<file path="src/rtl/priv_pkg.sv">
package priv_pkg;
   localparam int SW = 6;
   localparam int DW = 64;

   localparam logic [SW-1:0] SEL_PSTATE  = 6'd0;
   localparam logic [SW-1:0] SEL_TL      = 6'd1;
   localparam logic [SW-1:0] SEL_PIL     = 6'd2;
   localparam logic [SW-1:0] SEL_TBA     = 6'd3;
   localparam logic [SW-1:0] SEL_TPC     = 6'd4;
   localparam logic [SW-1:0] SEL_HTSTATE = 6'd8;
   localparam logic [SW-1:0] SEL_HPSTATE = 6'd9;
   localparam logic [SW-1:0] SEL_TICK    = 6'd10;
   localparam logic [SW-1:0] SEL_FPRS    = 6'd11;
   localparam logic [SW-1:0] SEL_STRAND  = 6'd12;
   localparam logic [SW-1:0] SEL_LSU     = 6'd13;
   localparam logic [SW-1:0] SEL_PART    = 6'd14;
   localparam logic [SW-1:0] SEL_PCTX    = 6'd15;
   localparam logic [SW-1:0] SEL_SCTX    = 6'd16;
   localparam logic [SW-1:0] SEL_XLAT    = 6'd17;
   localparam logic [SW-1:0] SCR_BASE    = 6'd32;
   localparam logic [SW-1:0] QUE_BASE    = 6'd40;

   localparam int NSTK = 5;

   localparam logic [DW-1:0] PSTATE_KEEP = 64'h0000_0000_0000_0BDE;
   localparam logic [DW-1:0] TICK_RST    = 64'h8000_0000_0000_0000;
   localparam logic [DW-1:0] HPST_RST    = 64'h0000_0000_0000_0800;
   localparam logic [DW-1:0] STRAND_RST  = 64'h0000_0000_0005_0000;

   localparam int HP_TLZ   = 0;
   localparam int HP_HPRIV = 2;
   localparam int HP_RED   = 5;
   localparam int PS_PRIV  = 2;
   localparam int PS_AM    = 3;
endpackage

</file>
<file path="src/rtl/priv_regarray.sv">
module priv_regarray #(
   parameter int DEPTH = 8,
   parameter int DW    = 64,
   localparam int IW   = (DEPTH > 1) ? $clog2(DEPTH) : 1
) (
   input  logic          clk,
   input  logic          rst_n,
   input  logic          we,
   input  logic [IW-1:0] widx,
   input  logic [DW-1:0] wdata,
   input  logic [IW-1:0] ridx,
   output logic [DW-1:0] rdata
);
   if (DEPTH < 1) begin : g_bad_depth
      $error("priv_regarray: DEPTH must be at least 1");
   end

   logic [DW-1:0] mem [DEPTH];

   always_ff @(posedge clk or negedge rst_n) begin
      if (!rst_n) begin
         for (int i = 0; i < DEPTH; i++) mem[i] <= '0;
      end else if (we) begin
         mem[widx] <= wdata;
      end
   end

   assign rdata = (int'(ridx) < DEPTH) ? mem[ridx] : '0;

   // writes only ever reach a real entry
   p_widx_in_range_r4: assert property (@(posedge clk) disable iff (!rst_n)
      we |-> (int'(widx) < DEPTH));
endmodule

</file>
<file path="src/rtl/priv_xlat_pack.sv">
module priv_xlat_pack #(
   parameter int CTX_W  = 16,
   parameter int PART_W = 8,
   parameter int TLW    = 3
) (
   input  logic              hpriv,
   input  logic              red,
   input  logic              priv,
   input  logic              am,
   input  logic [1:0]        lsu_bits,
   input  logic [PART_W-1:0] part,
   input  logic [TLW-1:0]    tl,
   input  logic [CTX_W-1:0]  pctx,
   input  logic [CTX_W-1:0]  sctx,
   output logic [63:0]       word
);
   if (CTX_W != 16 || PART_W != 8 || TLW != 3) begin : g_bad_fields
      $error("priv_xlat_pack: field widths fixed by the packed layout");
   end

   always_comb begin
      word        = '0;
      word[0]     = hpriv;
      word[1]     = red;
      word[2]     = priv;
      word[3]     = am;
      word[5:4]   = lsu_bits;
      word[15:8]  = part;
      word[18:16] = tl;
      word[47:32] = pctx;
      word[63:48] = sctx;
   end
endmodule

</file>
<file path="src/rtl/priv_ctl_bank.sv">
module priv_ctl_bank
   import priv_pkg::*;
#(
   parameter int MAX_TL    = 6,
   parameter int N_SCRATCH = 8,
   parameter int N_QUEUE   = 8,
   parameter int TBA_CLR   = 15,
   localparam int TLW      = 3,
   localparam int IW_T     = (MAX_TL > 1) ? $clog2(MAX_TL) : 1,
   localparam int IW_S     = (N_SCRATCH > 1) ? $clog2(N_SCRATCH) : 1,
   localparam int IW_Q     = (N_QUEUE > 1) ? $clog2(N_QUEUE) : 1
) (
   input  logic          clk,
   input  logic          rst_n,
   input  logic          wr_en,
   input  logic [5:0]    wr_sel,
   input  logic [63:0]   wr_data,
   output logic          wr_err,
   input  logic [5:0]    rd_sel,
   input  logic          rd_fx,
   output logic [63:0]   rd_data,
   output logic          rd_err,
   output logic          tlz_irq,
   output logic [63:0]   xlat_word
);
   if (MAX_TL < 1 || MAX_TL > 7) begin : g_bad_tl
      $error("priv_ctl_bank: MAX_TL must fit the 3-bit level field");
   end
   if (N_SCRATCH < 1 || N_SCRATCH > 8 || N_QUEUE < 1 || N_QUEUE > 8) begin : g_bad_win
      $error("priv_ctl_bank: scratch and queue windows hold at most 8 codes");
   end
   if (TBA_CLR < 1 || TBA_CLR > 63) begin : g_bad_tba
      $error("priv_ctl_bank: TBA_CLR out of range");
   end

   localparam logic [DW-1:0] TBA_KEEP = ~((64'd1 << TBA_CLR) - 64'd1);
   localparam logic [TLW-1:0] TL_TOP  = TLW'(MAX_TL);

   logic [DW-1:0]  pstate_q, tba_q, hpstate_q, tick_q, strand_q, lsu_q;
   logic [TLW-1:0] tl_q;
   logic [3:0]     pil_q;
   logic [2:0]     fprs_q;
   logic [7:0]     part_q;
   logic [15:0]    pctx_q, sctx_q;
   logic           tlz_q;

   function automatic logic code_bad(input logic [SW-1:0] s, input logic tl_zero);
      logic bad;
      bad = 1'b1;
      if (s >= SCR_BASE && s < SCR_BASE + SW'(N_SCRATCH))     bad = 1'b0;
      else if (s >= QUE_BASE && s < QUE_BASE + SW'(N_QUEUE))  bad = 1'b0;
      else if (s >= SEL_TPC && s <= SEL_HTSTATE)              bad = tl_zero;
      else if (s <= SEL_XLAT)                                 bad = 1'b0;
      return bad;
   endfunction

   logic tl_zero, wr_ok;
   logic [TLW-1:0] tl_new;
   assign tl_zero = (tl_q == '0);
   assign wr_err  = wr_en & (code_bad(wr_sel, tl_zero) | (wr_sel == SEL_XLAT));
   assign wr_ok   = wr_en & ~wr_err;
   assign rd_err  = code_bad(rd_sel, tl_zero);
   assign tl_new  = (wr_data > 64'(MAX_TL)) ? TL_TOP : wr_data[TLW-1:0];

   always_ff @(posedge clk or negedge rst_n) begin
      if (!rst_n) begin
         pstate_q  <= '0;
         tl_q      <= '0;
         pil_q     <= '0;
         tba_q     <= '0;
         hpstate_q <= HPST_RST;
         tick_q    <= TICK_RST;
         fprs_q    <= '0;
         strand_q  <= STRAND_RST;
         lsu_q     <= '0;
         part_q    <= '0;
         pctx_q    <= '0;
         sctx_q    <= '0;
         tlz_q     <= 1'b0;
      end else if (wr_ok) begin
         case (wr_sel)
            SEL_PSTATE:  pstate_q  <= wr_data & PSTATE_KEEP;
            SEL_TL: begin
               tl_q  <= tl_new;
               tlz_q <= hpstate_q[HP_TLZ] && !hpstate_q[HP_HPRIV] && (tl_new == '0);
            end
            SEL_PIL:     pil_q     <= wr_data[3:0];
            SEL_TBA:     tba_q     <= wr_data & TBA_KEEP;
            SEL_HPSTATE: hpstate_q <= wr_data;
            SEL_TICK:    tick_q    <= wr_data;
            SEL_FPRS:    fprs_q    <= wr_data[2:0];
            SEL_STRAND:  strand_q  <= wr_data;
            SEL_LSU:     lsu_q     <= wr_data;
            SEL_PART:    part_q    <= wr_data[7:0];
            SEL_PCTX:    pctx_q    <= wr_data[15:0];
            SEL_SCTX:    sctx_q    <= wr_data[15:0];
            default: ;
         endcase
      end
   end
   assign tlz_irq = tlz_q;

   // trap-save stacks, one array per kind, all indexed by TL-1
   logic [IW_T-1:0] tl_idx;
   logic [DW-1:0]   ts_rd [NSTK];
   assign tl_idx = IW_T'(tl_q - TLW'(1));

   for (genvar k = 0; k < NSTK; k++) begin : g_stk
      priv_regarray #(.DEPTH(MAX_TL), .DW(DW)) u_stk (
         .clk   (clk),
         .rst_n (rst_n),
         .we    (wr_ok && (wr_sel == SEL_TPC + SW'(k))),
         .widx  (tl_idx),
         .wdata (wr_data),
         .ridx  (tl_idx),
         .rdata (ts_rd[k])
      );
   end

   logic [DW-1:0] scr_rd, que_rd;
   logic scr_we, que_we;
   assign scr_we = wr_ok && wr_sel >= SCR_BASE && wr_sel < SCR_BASE + SW'(N_SCRATCH);
   assign que_we = wr_ok && wr_sel >= QUE_BASE && wr_sel < QUE_BASE + SW'(N_QUEUE);

   priv_regarray #(.DEPTH(N_SCRATCH), .DW(DW)) u_scr (
      .clk   (clk),
      .rst_n (rst_n),
      .we    (scr_we),
      .widx  (IW_S'(wr_sel - SCR_BASE)),
      .wdata (wr_data),
      .ridx  (IW_S'(rd_sel - SCR_BASE)),
      .rdata (scr_rd)
   );

   priv_regarray #(.DEPTH(N_QUEUE), .DW(DW)) u_que (
      .clk   (clk),
      .rst_n (rst_n),
      .we    (que_we),
      .widx  (IW_Q'(wr_sel - QUE_BASE)),
      .wdata (wr_data),
      .ridx  (IW_Q'(rd_sel - QUE_BASE)),
      .rdata (que_rd)
   );

   priv_xlat_pack u_xlat (
      .hpriv    (hpstate_q[HP_HPRIV]),
      .red      (hpstate_q[HP_RED]),
      .priv     (pstate_q[PS_PRIV]),
      .am       (pstate_q[PS_AM]),
      .lsu_bits (lsu_q[3:2]),
      .part     (part_q),
      .tl       (tl_q),
      .pctx     (pctx_q),
      .sctx     (sctx_q),
      .word     (xlat_word)
   );

   always_comb begin
      rd_data = '0;
      if (!rd_err) begin
         if (rd_sel >= SCR_BASE && rd_sel < SCR_BASE + SW'(N_SCRATCH))
            rd_data = scr_rd;
         else if (rd_sel >= QUE_BASE && rd_sel < QUE_BASE + SW'(N_QUEUE))
            rd_data = que_rd;
         else if (rd_sel >= SEL_TPC && rd_sel <= SEL_HTSTATE)
            rd_data = ts_rd[3'(rd_sel - SEL_TPC)];
         else begin
            case (rd_sel)
               SEL_PSTATE:  rd_data = pstate_q;
               SEL_TL:      rd_data = 64'(tl_q);
               SEL_PIL:     rd_data = 64'(pil_q);
               SEL_TBA:     rd_data = tba_q;
               SEL_HPSTATE: rd_data = hpstate_q;
               SEL_TICK:    rd_data = tick_q;
               SEL_FPRS:    rd_data = 64'(fprs_q | (rd_fx ? 3'b011 : 3'b000));
               SEL_STRAND:  rd_data = strand_q;
               SEL_LSU:     rd_data = lsu_q;
               SEL_PART:    rd_data = 64'(part_q);
               SEL_PCTX:    rd_data = 64'(pctx_q);
               SEL_SCTX:    rd_data = 64'(sctx_q);
               SEL_XLAT:    rd_data = xlat_word;
               default:     rd_data = '0;
            endcase
         end
      end
   end

   // only a trap-level write may move the request
   p_tlz_hold_r6: assert property (@(posedge clk) disable iff (!rst_n)
      !(wr_en && wr_sel == SEL_TL) |=> $stable(tlz_irq));
   // all enabling conditions met raises the request
   p_tlz_set_r6: assert property (@(posedge clk) disable iff (!rst_n)
      (wr_en && wr_sel == SEL_TL && wr_data == '0 &&
       hpstate_q[HP_TLZ] && !hpstate_q[HP_HPRIV]) |=> tlz_irq);
   // rejected reads return zero
   p_err_rd_zero_r10: assert property (@(posedge clk) disable iff (!rst_n)
      rd_err |-> (rd_data == '0));
   // dirty bits visible on a read with effects
   p_fprs_dirty_r7: assert property (@(posedge clk) disable iff (!rst_n)
      (rd_sel == SEL_FPRS && rd_fx) |-> (rd_data[1:0] == 2'b11));
   // undefined processor-state bits never read back
   p_pstate_mask_r2: assert property (@(posedge clk) disable iff (!rst_n)
      (rd_sel == SEL_PSTATE) |-> ((rd_data & ~PSTATE_KEEP) == '0));
   // stack access at level zero is rejected
   p_stack_tl0_r11: assert property (@(posedge clk) disable iff (!rst_n)
      (wr_en && tl_q == '0 && wr_sel == SEL_TPC) |-> wr_err);
endmodule

</file>
<file path="config.mk">
export PLATFORM = sky130hd
export DESIGN_NAME = priv_ctl_bank
export DESIGN_NICKNAME = d
export VERILOG_FILES = /design/src/rtl/priv_pkg.sv /design/src/rtl/priv_regarray.sv /design/src/rtl/priv_xlat_pack.sv /design/src/rtl/priv_ctl_bank.sv
export SDC_FILE = /design/constraint.sdc
export NUM_CORES = 2
export LEC_CHECK = 0
export BUFFER_PORTS_ARGS = -buffer_cell sky130_fd_sc_hd__buf_4
export CAP_MARGIN = 20
export CORE_UTILIZATION = 50
export CTS_CLUSTER_SIZE = 24
export DETAILED_ROUTE_END_ITERATION = 8
export PLACE_DENSITY = 0.76
export SLEW_MARGIN = 5
export SYNTH_ARGS = -nofsm -noshare
export SYNTH_HDL_FRONTEND = slang
export SYNTH_SLANG_ARGS = --single-unit
export TNS_END_PERCENT = 10
</file>
<file path="constraint.sdc">
create_clock -name clk -period 8.8 [get_ports clk]
set_input_delay 0.88 -clock clk [delete_from_list [all_inputs] [get_ports clk]]
set_output_delay 0.88 -clock clk [all_outputs]
set_load 0.02 [all_outputs]
</file>
==> results.toml <==
[run_status]
outcome = "finished, violations left"
violations = "hold timing"

[cts]
clkLatencyLatePin_ns = 0.92
tritoncts = "built"
numCtsBuffers = 337
h-tree-depth = 5
cts_root_buffer = "clkbuf_16"
clk_path_buf_depth = 4
clkSinkCount = 3309
clk_pin_slew_ns = 0.06
cts_resized = 0
post-cts-setup-buffer-count = 0
cts-hold-fix-buffers = 0

[synth]
synth_top_family_by_area = "multiplexers"
synth_flop_cell = "dfrtp_1"
synth_compound_area_frac = 0.05802
syn_area_per_cell_um2 = 13.77
seq_area_frac_synth = 0.5407
ys_ff_latch = 3309
yosys_warnings = 0
syn_inst = 11120
synthAdderAreaFrac = 0.0001634
yosys.area_share.simple = 0.03781
synth_edf_count = 0
ys_types = 90
synth_xor_area_frac = 0.0001144
muxShareOfSynthArea = 0.3291
async_flop_share = 1.000
syn_area_um2 = 153100

[sta]
finalSetupViolations = 0
finClkSkew_ns = 0.06841
tightest_slew_ns = 1.450
tns_ns = 0
hold-worst-slack_ns = -0.01992
rsz0062_at_grt = "false"
max_freq_mhz = 126.8
hold_viol_final = 3
period_needed_ns = 7.889
slew_headroom = 0.03344
drv_slew = 0
finalCritPeriodShare = 0.8965

[drt]
route.detailed.drc = 0
ant_nets = 0
drt_wl_total_um = 533500
routed_via_density = 6.959
wl_per_cell_um = 35.23
firstDrtPassIters = 7
via_count = 105400
drtIter0Drc = 14630

[floorplanning]
core_area_um2 = 303800
die_w_um = 555.4
ioPinCount = 211
start_util = 0.5041
die-area_um2 = 308500
row_count = 202
die_h_um = 555.4

[global_route]
antenna_found_initial = 64
grt_pass1_vias = 106300
grt_max_degree = 184
grt.total_usage = 0.3423
grt_overflow_total = 0
grt_pass1_wl_um = 766300

[finish]
drive_above_1_share = 0.4432
nets = 10840
fin_util = 0.5563
syn_to_final_growth_pct = 10.34
layout_common_cells = "mux2_2 (3,418), dfrtp_1 (3,304), buf_4 (404)"
layout_commonest_cell = "mux2_2"

[worst_setup_path]
cp.arrival_ns = 7.01
end_kind = "output pin"
cp_max_fo = 38
start_kind = "flip-flop"
crit_type = "reg -> out"
required_ns = 7.92

[placed_design]
portBuffers = 195
gp_congestion = 0.9269
dpl.hpwl_um = 311900

[power]
p_leak_nw = 81.07
powerDensity_nw_per_um2 = 208.5
ir_worst_vdd_v = 0.0001636

[worst_hold_path]
hold_path_class = "in -> async"

[flow_run]
maxCapViolations = 0
==> synthesized netlist by cell type (54+ instances only) <==
library cell | count | area (µm²)
o21ai_0 | 214 | 1071
buf_2 | 395 | 1977
nor2_1 | 196 | 735.7
a31oi_1 | 146 | 913.4
mux4_2 | 359 | 8085
nand2_1 | 407 | 1528
mux2_2 | 3418 | 38490
nand3_1 | 192 | 960.9
dfrtp_1 | 3305 | 82700
a221oi_1 | 113 | 989.7
nor3_1 | 71 | 355.3
a311oi_1 | 54 | 473.0
and3_1 | 160 | 1001
mux2i_1 | 377 | 3774
clkbuf_1 | 644 | 2417
a22oi_1 | 148 | 1111
buf_1 | 57 | 214.0
a21oi_1 | 228 | 1141
==> layout make-up <==
cell class,instances,area [µm²]
Tap cell,4080,5105
Fill cell,23650,134800
Timing Repair Buffer,450,3943
Clock inverter,105,1261
Antenna cell,45,112.6
Sequential cell,3309,82810
Clock buffer,488,9961
Inverter,9,47.55
Multi-Input combinational cell,6655,65750
==> registers in the layout, summed over array words and instances, names as in the netlist, 3 cells and up <==
name / flops
fprs_q: 3
pstate_q: 9
sctx_q: 16
g_stk.u_stk.mem: 1920
part_q: 8
lsu_q: 64
u_que.mem: 512
pctx_q: 16
hpstate_q: 64
tick_q: 64
pil_q: 4
tl_q: 3
tba_q: 49
strand_q: 64
u_scr.mem: 512
==> critical path: stages, from the launching register on <==
cell,delay (ns)
dfrtp_4,0.75
inv_4,0.66
ha_1,0.42
xor2_4,0.84
buf_4,0.57
a21boi_2,0.13
nand2_2,0.10
buf_4,0.68
o2111ai_1,0.53
a21oi_1,0.54
o21ai_0,0.49
buf_4,0.34
==> per-layer routing <==
metal / routed length [µm] / vias to the layer above / track usage
met3: 72160 / 2099 / 0.1266
met2: 226900 / 7485 / 0.4910
li1: - / 40280 / -
met5: 281 / - / 0
met4: 40850 / 44 / 0.2267
met1: 193200 / 55450 / 0.4338
==> power by group <==
part           internal, mW  total (mW)  switching [mW]
Clock                  8.54        14.7            6.18
Combinational          1.53        3.64            2.11
Sequential             16.2        16.9           0.634
==> final timing paths <==
check	startpoint	end	slack, ns	depth (start not counted)
hold / removal	rst_n	g_stk[3].u_stk.mem[265]	-0.02	1
max in group asynchronous	rst_n	u_que.mem[290]	6.38	3
setup reg to reg	tl_q[0]	g_stk[3].u_stk.mem[239]	2.39	9
min in group clk	wr_data[5]	g_stk[0].u_stk.mem[261]	0.43	2
setup / recovery	tl_q[0]	rd_data[16]	0.91	11
hold reg to reg	g_stk[4].u_stk.mem[141]	g_stk[4].u_stk.mem[141]	0.48	1
==> cells by family after synthesis <==
group                    count (synthesis)
multiplexers                          4159
flip-flops                            3309
AO/OA/AOI/OAI                         1281
AND/OR/NAND/NOR                       1196
buffers and inverters                 1169
adder cells (fa/ha/maj)                  2
XOR/XNOR                                 2
other                                    1
==> per-stage QoR <==
step / total power [mW] / cells / setup slack [ns] / cell area, µm² / hold slack, ns
floorplan: 19.11 / 11130 / 3.628 / 153200 / 0.4446
global placement: 20.42 / 14490 / 1.958 / 157400 / 0.4577
detailed placement: 20.66 / 14500 / 2.166 / 157500 / 0.4740
CTS: 35.15 / 15090 / 1.191 / 168700 / 0.01900
global route: 36.14 / 15100 / 0.9511 / 168900 / 0.02083
finish: 35.24 / 15140 / 0.9108 / 169000 / -0.01992
Power figures use the tool's default switching activity.
